==> config.mk <==
export PLATFORM = sky130hd
export DESIGN_NAME = pll_regbank
export DESIGN_NICKNAME = d
export VERILOG_FILES = /design/src/rtl/pllrb_pkg.sv /design/src/rtl/pllrb_bw_ctrl.sv /design/src/rtl/pllrb_mult.sv /design/src/rtl/pll_regbank.sv
export SDC_FILE = /design/constraint.sdc
export NUM_CORES = 1
export LEC_CHECK = 0
export BUFFER_PORTS_ARGS = -buffer_cell sky130_fd_sc_hd__buf_2
export CORE_MARGIN = 2
export CORE_UTILIZATION = 44
export DETAILED_ROUTE_END_ITERATION = 12
export PLACE_DENSITY = 0.84
export SYNTH_ARGS = -nofsm -noshare
export SYNTH_HDL_FRONTEND = slang
export SYNTH_SLANG_ARGS = --single-unit
==> constraint.sdc <==
create_clock -name clk -period 1.95 [get_ports clk]
set_input_delay 0.39 -clock clk [delete_from_list [all_inputs] [get_ports clk]]
set_output_delay 0.39 -clock clk [all_outputs]
set_load 0.02 [all_outputs]
==> src/rtl/pllrb_pkg.sv <==
package pllrb_pkg;
   localparam int unsigned BYTE_W   = 8;
   localparam int unsigned EN_BIT   = 5;
   localparam int unsigned AUTO_BIT = 7;
   localparam int unsigned LOCK_BIT = 6;
   localparam int unsigned ACQ_BIT  = 5;

   typedef logic [BYTE_W-1:0] byte_t;

   typedef enum logic [2:0] {
      RS_NONE,
      RS_CTRL,
      RS_BW,
      RS_MHI,
      RS_MLO
   } reg_sel_e;
endpackage

==> src/rtl/pllrb_bw_ctrl.sv <==
module pllrb_bw_ctrl
   import pllrb_pkg::*;
(
   input  logic  clk,
   input  logic  rst_n,
   input  logic  wr_bw,
   input  logic  wr_auto,
   input  logic  wr_acq,
   input  logic  core_locked,
   input  logic  core_tracking,
   output logic  auto_q,
   output logic  acq_cmd,
   output byte_t rd_byte
);
   logic acq_shadow_q;

   always_ff @(posedge clk) begin
      if (!rst_n) begin
         auto_q       <= 1'b0;
         acq_shadow_q <= 1'b0;
      end else if (wr_bw) begin
         auto_q <= wr_auto;
         if (!auto_q) acq_shadow_q <= wr_acq;
      end
   end

   assign acq_cmd = acq_shadow_q;

   always_comb begin
      rd_byte           = '0;
      rd_byte[AUTO_BIT] = auto_q;
      rd_byte[LOCK_BIT] = auto_q & core_locked;
      rd_byte[ACQ_BIT]  = auto_q ? core_tracking : acq_shadow_q;
   end

   // the shadow cannot move while automatic mode is in force
   p_shadow_hold_r5: assert property (@(posedge clk) disable iff (!rst_n)
      auto_q |=> $stable(acq_shadow_q));

   // a manual write lands on the command output
   p_manual_cmd_r6: assert property (@(posedge clk) disable iff (!rst_n)
      (wr_bw && !auto_q) |=> (acq_cmd == $past(wr_acq)));
endmodule

==> src/rtl/pllrb_mult.sv <==
module pllrb_mult
   import pllrb_pkg::*;
#(
   parameter int unsigned MULT_W      = 12,
   parameter int unsigned MULT_RESET  = 'h040,
   parameter bit          ZERO_AS_ONE = 1'b1
) (
   input  logic              clk,
   input  logic              rst_n,
   input  logic              wr_hi,
   input  logic              wr_lo,
   input  logic              locked_out,
   input  byte_t             wdata,
   output byte_t             hi_byte,
   output byte_t             lo_byte,
   output logic [MULT_W-1:0] mult_eff
);
   localparam int unsigned HI_W = MULT_W - BYTE_W;

   logic [MULT_W-1:0] mult_q;

   always_ff @(posedge clk) begin
      if (!rst_n) begin
         mult_q <= MULT_W'(MULT_RESET);
      end else if (!locked_out) begin
         if (wr_hi) mult_q[MULT_W-1:BYTE_W] <= wdata[HI_W-1:0];
         if (wr_lo) mult_q[BYTE_W-1:0]      <= wdata;
      end
   end

   assign hi_byte = BYTE_W'(mult_q[MULT_W-1:BYTE_W]);
   assign lo_byte = mult_q[BYTE_W-1:0];

   generate
      if (ZERO_AS_ONE) begin : g_clamp
         assign mult_eff = (mult_q == '0) ? MULT_W'(1) : mult_q;

         // the core never sees a zero multiplier
         p_nonzero_r10: assert property (@(posedge clk) disable iff (!rst_n)
            mult_eff != '0);
      end else begin : g_raw
         assign mult_eff = mult_q;
      end
   endgenerate

   // no multiplier change while the PLL runs
   p_mult_frozen_r9: assert property (@(posedge clk) disable iff (!rst_n)
      locked_out |=> $stable(mult_q));
endmodule

==> src/rtl/pll_regbank.sv <==
module pll_regbank
   import pllrb_pkg::*;
#(
   parameter int unsigned ADDR_W      = 4,
   parameter int unsigned MULT_W      = 12,
   parameter int unsigned MULT_RESET  = 'h040,
   parameter bit          ZERO_AS_ONE = 1'b1,
   parameter int unsigned CTRL_OFS    = 'h6,
   parameter int unsigned BW_OFS      = 'h7,
   parameter int unsigned MHI_OFS     = 'h8,
   parameter int unsigned MLO_OFS     = 'h9
) (
   input  logic              clk,
   input  logic              rst_n,
   input  logic [ADDR_W-1:0] bus_addr,
   input  logic              bus_wr,
   input  logic [7:0]        bus_wdata,
   output logic [7:0]        bus_rdata,
   input  logic              core_locked,
   input  logic              core_tracking,
   output logic              pll_enable,
   output logic              bw_auto,
   output logic              acq_track_cmd,
   output logic [MULT_W-1:0] mult_eff
);
   localparam int unsigned SPAN = 1 << ADDR_W;

   generate
      if (MULT_W <= BYTE_W || MULT_W > 2*BYTE_W) begin : g_bad_mult
         $error("pll_regbank: MULT_W must be 9..16");
      end
      if (CTRL_OFS >= SPAN || BW_OFS >= SPAN || MHI_OFS >= SPAN || MLO_OFS >= SPAN) begin : g_bad_ofs
         $error("pll_regbank: offset outside address space");
      end
      if (CTRL_OFS == BW_OFS || CTRL_OFS == MHI_OFS || CTRL_OFS == MLO_OFS ||
          BW_OFS == MHI_OFS || BW_OFS == MLO_OFS || MHI_OFS == MLO_OFS) begin : g_dup_ofs
         $error("pll_regbank: register offsets collide");
      end
      if (MULT_RESET >= (1 << MULT_W)) begin : g_bad_rst
         $error("pll_regbank: MULT_RESET wider than MULT_W");
      end
   endgenerate

   reg_sel_e sel;
   logic     en_q;
   byte_t    bw_rd, hi_rd, lo_rd;

   always_comb begin
      if      (bus_addr == ADDR_W'(CTRL_OFS)) sel = RS_CTRL;
      else if (bus_addr == ADDR_W'(BW_OFS))   sel = RS_BW;
      else if (bus_addr == ADDR_W'(MHI_OFS))  sel = RS_MHI;
      else if (bus_addr == ADDR_W'(MLO_OFS))  sel = RS_MLO;
      else                                    sel = RS_NONE;
   end

   always_ff @(posedge clk) begin
      if (!rst_n)                        en_q <= 1'b0;
      else if (bus_wr && sel == RS_CTRL) en_q <= bus_wdata[EN_BIT];
   end

   assign pll_enable = en_q;

   pllrb_bw_ctrl u_bw (
      .clk          (clk),
      .rst_n        (rst_n),
      .wr_bw        (bus_wr && sel == RS_BW),
      .wr_auto      (bus_wdata[AUTO_BIT]),
      .wr_acq       (bus_wdata[ACQ_BIT]),
      .core_locked  (core_locked),
      .core_tracking(core_tracking),
      .auto_q       (bw_auto),
      .acq_cmd      (acq_track_cmd),
      .rd_byte      (bw_rd)
   );

   pllrb_mult #(
      .MULT_W     (MULT_W),
      .MULT_RESET (MULT_RESET),
      .ZERO_AS_ONE(ZERO_AS_ONE)
   ) u_mult (
      .clk       (clk),
      .rst_n     (rst_n),
      .wr_hi     (bus_wr && sel == RS_MHI),
      .wr_lo     (bus_wr && sel == RS_MLO),
      .locked_out(en_q),
      .wdata     (bus_wdata),
      .hi_byte   (hi_rd),
      .lo_byte   (lo_rd),
      .mult_eff  (mult_eff)
   );

   always_comb begin
      bus_rdata = '0;
      unique case (sel)
         RS_CTRL: bus_rdata[EN_BIT] = en_q;
         RS_BW:   bus_rdata = bw_rd;
         RS_MHI:  bus_rdata = hi_rd;
         RS_MLO:  bus_rdata = lo_rd;
         default: bus_rdata = '0;
      endcase
   end

   // the enable follows a control write on the next edge
   p_enable_write_r2: assert property (@(posedge clk) disable iff (!rst_n)
      (bus_wr && bus_addr == ADDR_W'(CTRL_OFS)) |=> (pll_enable == $past(bus_wdata[EN_BIT])));

   // lock reads 0 in manual mode
   p_lock_manual_r3: assert property (@(posedge clk) disable iff (!rst_n)
      (bus_addr == ADDR_W'(BW_OFS) && !bw_auto) |-> !bus_rdata[LOCK_BIT]);

   // lock reads live core state in automatic mode
   p_lock_auto_r3: assert property (@(posedge clk) disable iff (!rst_n)
      (bus_addr == ADDR_W'(BW_OFS) && bw_auto) |-> (bus_rdata[LOCK_BIT] == core_locked));

   // upper nibble of the high multiplier byte is always 0
   p_hi_nibble_r8: assert property (@(posedge clk) disable iff (!rst_n)
      (bus_addr == ADDR_W'(MHI_OFS)) |-> (bus_rdata[7:4] == 4'h0));
endmodule

### Word-level counts from Yosys, hierarchy flattened

Cells that the tools add are included.

| cells by class | value |
|---|---|
| equality and inequality tests | 8 |
| muxes and demuxes | 9 |
| bitwise operators | 3 |
| reductions and logical operators | 8 |

Operators by type and width:

| kind | count |
|---|---|
| $logic_not 12->1 | 1 |
| $mux 12 | 1 |
| $mux 3 | 4 |
| $pmux 5 s2 | 1 |
| $eq 4x3->1 const B | 2 |
| $eq 4x4->1 const B | 2 |
| $eq 3x2->1 const B | 2 |
| $reduce_and 2->1 | 3 |
| $logic_and 1x1->1 | 4 |
| $pmux 2 s2 | 1 |
| $eq 3x1->1 const B | 1 |
| $eq 3x3->1 const B | 1 |
| $pmux 1 s3 | 1 |
| $not 1->1 | 2 |
| $and 1x1->1 | 1 |
| $mux 1 | 1 |

| word-level totals | value |
|---|---|
| register bits after elaboration | 15 |
| input bits | 17 |
| output and inout bits | 23 |
| word-level logic and storage cells | 33 |

### Depth between registers and ports, before layout

Gate-level depths: netlist (run 1).

| depth | value |
|---|---|
| depth in word-level cells | 8 |
| depth in mapped cells | 5 |

### Modules after synthesis

A second synthesis (run 1) with hierarchy kept.

| second synthesis, totals | value |
|---|---|
| cells, all modules | 119 |
| area, all modules | 1,006.0 um^2 |

Modules (own cells, without submodules):

| module | instances | cells an instance | area an instance (um^2) |
|---|---|---|---|
| pllrb_mult | 1 | 71 | 603.1 |
| pll_regbank | 1 | 31 | 250.2 |
| pllrb_bw_ctrl | 1 | 17 | 152.6 |

### Worst setup path after synthesis (run 1)

OpenSTA, ideal clock, no wires.

| timing | value |
|---|---|
| kind | input to output |
| start point | in bus_addr[2] |
| end point | out bus_rdata[7] |
| data arrival time | 1.303 ns |
| setup slack | 0.257 ns |
| stages | 3 |
| path buffers | 0 |
| path through | nor3b_1 > nand2_1 > a21boi_0 |

| on the way | value |
|---|---|
| word-level cells in the longest chain between the ends | 7 |
| elaborated cells between the ends (all ways) | 11 |
| those cells by class | eq/ne (6); mux (5) |

Ends and longest elaborated chain:

| item | RTL line | RTL |
|---|---|---|
| from (decl) | pll_regbank.sv:15 | `input logic [ADDR_W-1:0] bus_addr,` |
| $eq 4x4->1 | pll_regbank.sv:52 | `else if (bus_addr == ADDR_W'(MLO_OFS)) sel = RS_MLO;` |
| $mux 3 | pll_regbank.sv:52 |  |
| $mux 3 | pll_regbank.sv:51 | `else if (bus_addr == ADDR_W'(MHI_OFS)) sel = RS_MHI;` |
| $mux 3 | pll_regbank.sv:50 | `else if (bus_addr == ADDR_W'(BW_OFS)) sel = RS_BW;` |
| $mux 3 (*) | pll_regbank.sv:49 | `if (bus_addr == ADDR_W'(CTRL_OFS)) sel = RS_CTRL;` |
| $eq 3x3->1 or $eq 3x2->1 (tied branches) | - |  |
| $pmux 2 s2 (*) | pll_regbank.sv:94 | `unique case (sel)` |
| to (decl) | pll_regbank.sv:18 | `output logic [7:0] bus_rdata,` |

Every way passes the cells marked *; elsewhere a longest branch is shown, timed or not.

### Worst setup path in the final report (run 1)

| timing | value |
|---|---|
| start point | reg u_bw.auto_q |
| end point | out bus_rdata[5] |

| on the way | value |
|---|---|
| word-level cells in the longest chain between the ends | 2 |

Ends and longest elaborated chain:

| item | RTL line | RTL |
|---|---|---|
| from (decl) | pllrb_bw_ctrl.sv:11 | `output logic auto_q,` |
| from (signal assigned) | pllrb_bw_ctrl.sv:22 | `auto_q <= wr_auto;` |
| $mux 1 | pllrb_bw_ctrl.sv:33 | `rd_byte[ACQ_BIT] = auto_q ? core_tracking : acq_shadow_q;` |
| $pmux 1 s3 | pll_regbank.sv:94 |  |

Every way passes these cells.

==> results.py, run 1 <==
metrics = {
    "outcome": {
        "status": "finished, final reports clean",
    },
    "die": {
        "die-area_sq_mm": 0.00223,
        "rows": 15,
        "io_pins": 40,
        "dieWidth_microns": 47.2,
        "start_util": 0.471,
        "die_y_microns": 47.2,
        "core_sq_mm": 0.00175,
    },
    "logic_synthesis": {
        "synthMuxAreaShare": 0.207,
        "syn-num-nets": 116,
        "netlist_area_sq_um": 822,
        "synth.avg_cell_area_sq_um": 8.30,
        "yosysSeqAreaShare": 0.365,
        "synth_top_family_by_area": "simple AND/OR/NAND/NOR gates",
        "synthAdderAreaFrac": 0,
        "synth_xor_area_frac": 0,
        "synthCells": 99,
        "yosys_warnings": 0,
        "synth_simple_gate_area_share": 0.248,
        "synth_compound_area_frac": 0.104,
        "synth-seq-cells": 15,
        "synth.distinct_cells": 27,
    },
    "timing": {
        "whs_ns": 0.349,
        "rsz0062_at_grt": "no",
        "final.setup.tns_ns": 0,
        "worst_pin_slew_ns": 0.388,
        "hold_viol_final": 0,
        "period_share": 0.905,
        "fmax_mhz": 567,
        "relSlewSlack": 0.742,
        "setup_viol": 0,
        "fin_ws_ns": 0.186,
        "slew_viol_final": 0,
        "min_period_ns": 1.76,
        "skew_ns": 0.00856,
    },
    "cells_and_area": {
        "nFillCells": 165,
        "drive_above_1_share": 0.369,
        "nNetsFinal": 148,
        "syn2layout_area_growth_pct": 26.8,
        "final_cell_mix": "buf_2 (39), nand2_1 (21), mux2i_1 (17)",
        "n_antenna_cell": 0,
        "final_core_util": 0.597,
        "final_common_cell": "buf_2",
        "multi_input_area_sq_um": 459,
        "seqCellArea_sq_um": 300,
        "design_area_sq_mm": 0.00104,
    },
    "setup_path": {
        "cp.required_ns": 1.56,
        "worstPathMaxFanout": 6,
        "worstSetupEndpointType": "primary output",
        "cp.arrival_ns": 1.37,
        "worstSetupStartpointType": "flip-flop",
        "critPathKind": "flip-flop to primary output",
    },
    "cts": {
        "postCtsHoldBufs": 0,
        "cts_tree": "yes",
        "insertion_delay_ns": 0.29,
        "ctsLongestPathBuffers": 2,
        "clk_pin_slew_worst_paths_ns": 0.08,
        "root_buffer": "clkbuf_4",
        "clock_sinks": 15,
        "cts_resized": 0,
        "cts_setup_buffers": 0,
        "cts_buffers": 3,
        "htree_levels": 1,
    },
    "drt": {
        "dr.first_iter.drc_count": 12,
        "detail-route-antenna-nets": 0,
        "wl_per_cell_microns": 13.2,
        "first_pass_iters": 4,
        "finalWirelength_microns": 2050,
        "vias": 808,
        "drc": 0,
        "viasPerCell": 5.21,
    },
    "pwr": {
        "ir_drop_uv": 510,
        "comb_power_share": 0.127,
        "clock_power_share": 0.323,
        "p_switching_mw": 0.151,
        "p_seq_frac": 0.550,
        "switching_share": 0.264,
        "p_int_mw": 0.421,
        "p_leak_nw": 0.502,
        "powerDensity_mw_per_mm2": 549,
    },
    "global_routing": {
        "grt_pass1_vias": 703,
        "grt_max_degree": 24,
        "grt_overflow_total": 0,
        "grt_usage": 0.197,
        "antenna_found_initial": 0,
        "grt_pass1_wl_microns": 3080,
    },
    "min_path": {
        "hold_class": "primary input to flip-flop",
    },
    "flow_run": {
        "maxCapViolations": 0,
    },
    "placed_design": {
        "place_area_sq_mm": 0.00102,
        "dp_slack_ns": 0.158,
        "place.gp.congestion": 0.816,
        "port_buffers": 39,
        "dpl.hpwl_microns": 1530,
    },
}
## synth_stat cells
library cell	n	area (sq um)
nand2_1	21	78.8
dfxtp_1	15	300
nand2b_1	1	6.26
nand4b_1	1	8.76
o21ai_0	1	5.00
nor2_1	4	15.0
or3b_1	1	8.76
o2bb2ai_1	1	8.76
nor3b_1	2	15.0
o41ai_1	1	8.76
a31o_2	1	8.76
o211ai_1	2	15.0
nor2b_1	2	12.5
nor3_4	1	16.3
mux2i_1	17	170
clkbuf_1	14	52.6
nor4_1	2	12.5
a21boi_0	1	7.51
and3_1	1	6.26
o311ai_0	1	8.76
o31ai_1	2	15.0
nor3_1	1	5.00
a21o_1	1	7.51
nand3b_1	1	7.51
or3_1	1	6.26
nand3_1	1	5.00
buf_2	2	10.0
## path summary, 6_finish.rpt
path	from	endpoint	slack [ns]	cells past startpoint
max	u_bw.auto_q	bus_rdata[5]	0.19	4
min	bus_wdata[4]	u_mult.mult_q[4]	0.35	3
max reg2reg	pll_enable	u_mult.mult_q[9]	0.78	2
min reg2reg	u_mult.mult_q[4]	u_mult.mult_q[4]	0.49	2
## logic make-up (layout without fill, tap and decap cells)
| kind of cell | after synthesis | after routing |
|---|---|---|
| buffers and inverters | 16 | 47 |
| AO/OA/AOI/OAI | 11 | 11 |
| multiplexers | 17 | 17 |
| AND/OR/NAND/NOR | 40 | 40 |
| flip-flops | 15 | 15 |
## power groups by stage
stage / logic, mW / clock network, mW / registers (mW)
floorplan: 0.0421 / 0 / 0.321
detailed placement: 0.0717 / 0 / 0.322
global route: 0.0790 / 0.192 / 0.315
global placement: 0.0698 / 0 / 0.321
finish: 0.0727 / 0.185 / 0.315
CTS: 0.0723 / 0.182 / 0.315
## routing by layer
metal  vias up  part of all wire  global-route usage
li1        400                 -                   -
met1       368              0.48               0.255
met3         5             0.063              0.0308
met4         0             0.020               0.100
met5         -                 0                   0
met2        35              0.44               0.314
## flip-flops by register name, summed over array words and instances, names as in the netlist
name and cells:
pll_enable 1, u_bw.acq_cmd 1, u_bw.auto_q 1, u_mult.mult_q 12
## metrics by stage
step | power, mW | cells
global route | 0.586 | 155
finish | 0.572 | 155
floorplan | 0.363 | 99
detailed placement | 0.393 | 151
global placement | 0.391 | 151
CTS | 0.569 | 155
## worst max-delay path, stage by stage, from the launching register on
cell       delay [ns]
dfxtp_1          0.46
mux2i_1          0.23
o2bb2ai_1        0.08
a21o_1           0.18
buf_2            0.15
## layout make-up
type,instances,share of cell area
multi-input cells,68,0.441
flip-flops and latches,15,0.288
repair buffers,43,0.216
well taps,25,0.0300
clock buffers,4,0.0252
(Power assumes the default switching activity.)
==> inputs of run 2 (changes only) <==
--- a/config.mk
+++ b/config.mk
@@ -5,11 +5,13 @@
 export SDC_FILE = /design/constraint.sdc
 export NUM_CORES = 1
 export LEC_CHECK = 0
-export BUFFER_PORTS_ARGS = -buffer_cell sky130_fd_sc_hd__buf_2
 export CORE_MARGIN = 2
-export CORE_UTILIZATION = 44
+export CORE_UTILIZATION = 59
 export DETAILED_ROUTE_END_ITERATION = 12
-export PLACE_DENSITY = 0.84
+export DONT_BUFFER_PORTS = 1
+export GPL_TIMING_DRIVEN = 0
+export PLACE_DENSITY = 0.82
+export REMOVE_ABC_BUFFERS = 1
 export SYNTH_ARGS = -nofsm -noshare
 export SYNTH_HDL_FRONTEND = slang
 export SYNTH_SLANG_ARGS = --single-unit
==> run 2 against run 1 <==
Compared with the run above:
- sequential cell count did not move
- via count fell by 18%
- clock skew fell by 0.0030 ns
- count of clock-buffer cells in the layout did not move
- routed wire length fell by 10%
- largest cell class unchanged
- largest power group unchanged
==> results.py, run 2 (same netlist as run 1, synthesis figures left out) <==
metrics = {
    "cells_and_area": {
        "final_cell_mix": "nand2_1 (21), mux2i_1 (17), dfxtp_1 (15)",
        "nNetsFinal": 105,
        "largest_register": "u_mult.mult_q",
        "syn2layout_area_growth_pct": -2.13,
        "seqCellArea_sq_um": 300,
        "n_antenna_cell": 0,
        "final_common_cell": "nand2_1",
        "largest_reg_flops": 12,
        "nFillCells": 125,
        "stdcell_count": 102,
        "multi_input_area_sq_um": 459,
        "drive_above_1_share": 0.0575,
    },
    "timing": {
        "skew_ns": 0.00554,
        "slew_viol_final": 0,
        "whs_ns": 0.238,
        "hold_viol_final": 0,
        "rsz0062_at_grt": "no",
        "period_share": 0.932,
        "worst_pin_slew_ns": 0.544,
        "final.setup.tns_ns": 0,
        "fmax_mhz": 550,
        "min_period_ns": 1.82,
        "relSlewSlack": 0.636,
        "setup_viol": 0,
    },
    "cts": {
        "ctsLongestPathBuffers": 2,
        "cts_buffers": 3,
        "clk_pin_slew_worst_paths_ns": 0.09,
        "root_buffer": "clkbuf_4",
        "cts_tree": "yes",
        "clock_sinks": 15,
        "insertion_delay_ns": 0.29,
        "htree_levels": 1,
    },
    "pwr": {
        "total_power_mw": 0.536,
        "p_leak_nw": 0.294,
        "ir_drop_uv": 406,
        "powerDensity_mw_per_mm2": 666,
    },
    "setup_path": {
        "critPathKind": "flip-flop to primary output",
        "r2r_cells": 2,
        "worstPathMaxFanout": 6,
        "slowest_stage": "dfxtp_1",
        "cp.arrival_ns": 1.43,
        "crit_chain": "nand4b_1 -> a21boi_1",
        "reg2reg_slack_ns": 0.66,
        "cp.required_ns": 1.56,
        "r2r_end": "u_mult.mult_q[5]",
        "r2r_start": "pll_enable",
        "cp_slowest_stage_delay_ns": 0.57,
        "startpoint": "u_bw.auto_q",
        "worstSetupEndpointType": "primary output",
        "worstSetupStartpointType": "flip-flop",
    },
    "drt": {
        "wl_per_cell_microns": 18.1,
        "vias": 662,
        "finalWirelength_microns": 1850,
        "drc": 0,
        "detail-route-antenna-nets": 0,
        "first_pass_iters": 4,
        "dr.first_iter.drc_count": 22,
        "viasPerCell": 6.49,
    },
    "min_path": {
        "hold_class": "primary input to flip-flop",
        "hp-start": "bus_wdata[4]",
        "holdPathEnd": "u_mult.mult_q[4]",
        "hold_depth": 2,
    },
    "die": {
        "start_util": 0.632,
        "dieWidth_microns": 41.3,
        "core_sq_mm": 0.00130,
        "rows": 13,
        "die-area_sq_mm": 0.00171,
        "io_pins": 40,
        "die_y_microns": 41.3,
    },
    "global_routing": {
        "grt_pass1_wl_microns": 2640,
        "grt_overflow_total": 0,
        "grt_max_degree": 24,
        "grt_pass1_vias": 632,
        "antenna_found_initial": 0,
        "grt_usage": 0.244,
    },
    "flow_run": {
        "maxCapViolations": 0,
    },
    "placed_design": {
        "place.gp.congestion": 0.686,
        "dpl.hpwl_microns": 1360,
        "port_buffers": 0,
        "dp.cells": 98,
    },
    "outcome": {
        "status": "finished, final reports clean",
    },
}
-- run 2: worst max-delay path: cells and delay by family (launching register included) --
family | cells | cell delay (ns)
AND/OR/NAND/NOR | 1 | 0.18
flip-flops | 1 | 0.57
AO/OA/AOI/OAI | 1 | 0.40
-- run 2: what timing repair did --
| action | CTS | global route |
|---|---|---|
| pin swaps | 0 | 0 |
| setup buffers | 0 | 0 |
| gates resized for setup | 0 | 2 |
| cloned | 0 | 0 |
| setup endpoints to repair | 2 | 2 |
| hold buffers | 0 | 0 |
-- run 2: worst max path at each step --
stage / slack (ns) / cells after the start / endpoint
floorplan: 0.26 / 3 / bus_rdata[7]
global placement: 0.09 / 3 / bus_rdata[7]
detailed placement: 0.07 / 3 / bus_rdata[7]
CTS: -0.02 / 2 / bus_rdata[7]
global route: 0.02 / 2 / bus_rdata[7]
finish: 0.13 / 2 / bus_rdata[7]
-- run 2: final cells by class --
type,count,share of cell area
multi-input cells,68,0.571
flip-flops and latches,15,0.373
well taps,15,0.0233
clock buffers,4,0.0327
-- run 2: layer usage --
metal / GRT usage / vias to the layer above / wire length, microns
met5: 0 / - / 0
met4: 0.153 / 0 / 36
met3: 0.0585 / 6 / 167
met2: 0.410 / 37 / 863
met1: 0.274 / 300 / 778
li1: - / 319 / -
-- run 2: report_power, final --
part / switching [mW] / internal, mW / total [mW]
sequential: 0.00952 / 0.310 / 0.320
clock: 0.104 / 0.0796 / 0.183
combinational: 0.0188 / 0.0143 / 0.0332
total: 0.132 / 0.404 / 0.536
-- run 2: per-stage QoR --
stage                     setup slack (ns)   util  cell area (sq um)
final                                0.132  0.618                805
after global routing                0.0215  0.618                805
after CTS                          -0.0216  0.618                805
after detailed placement            0.0730  0.598                778
after global placement              0.0895  0.598                778
after floorplan                      0.257      -                759
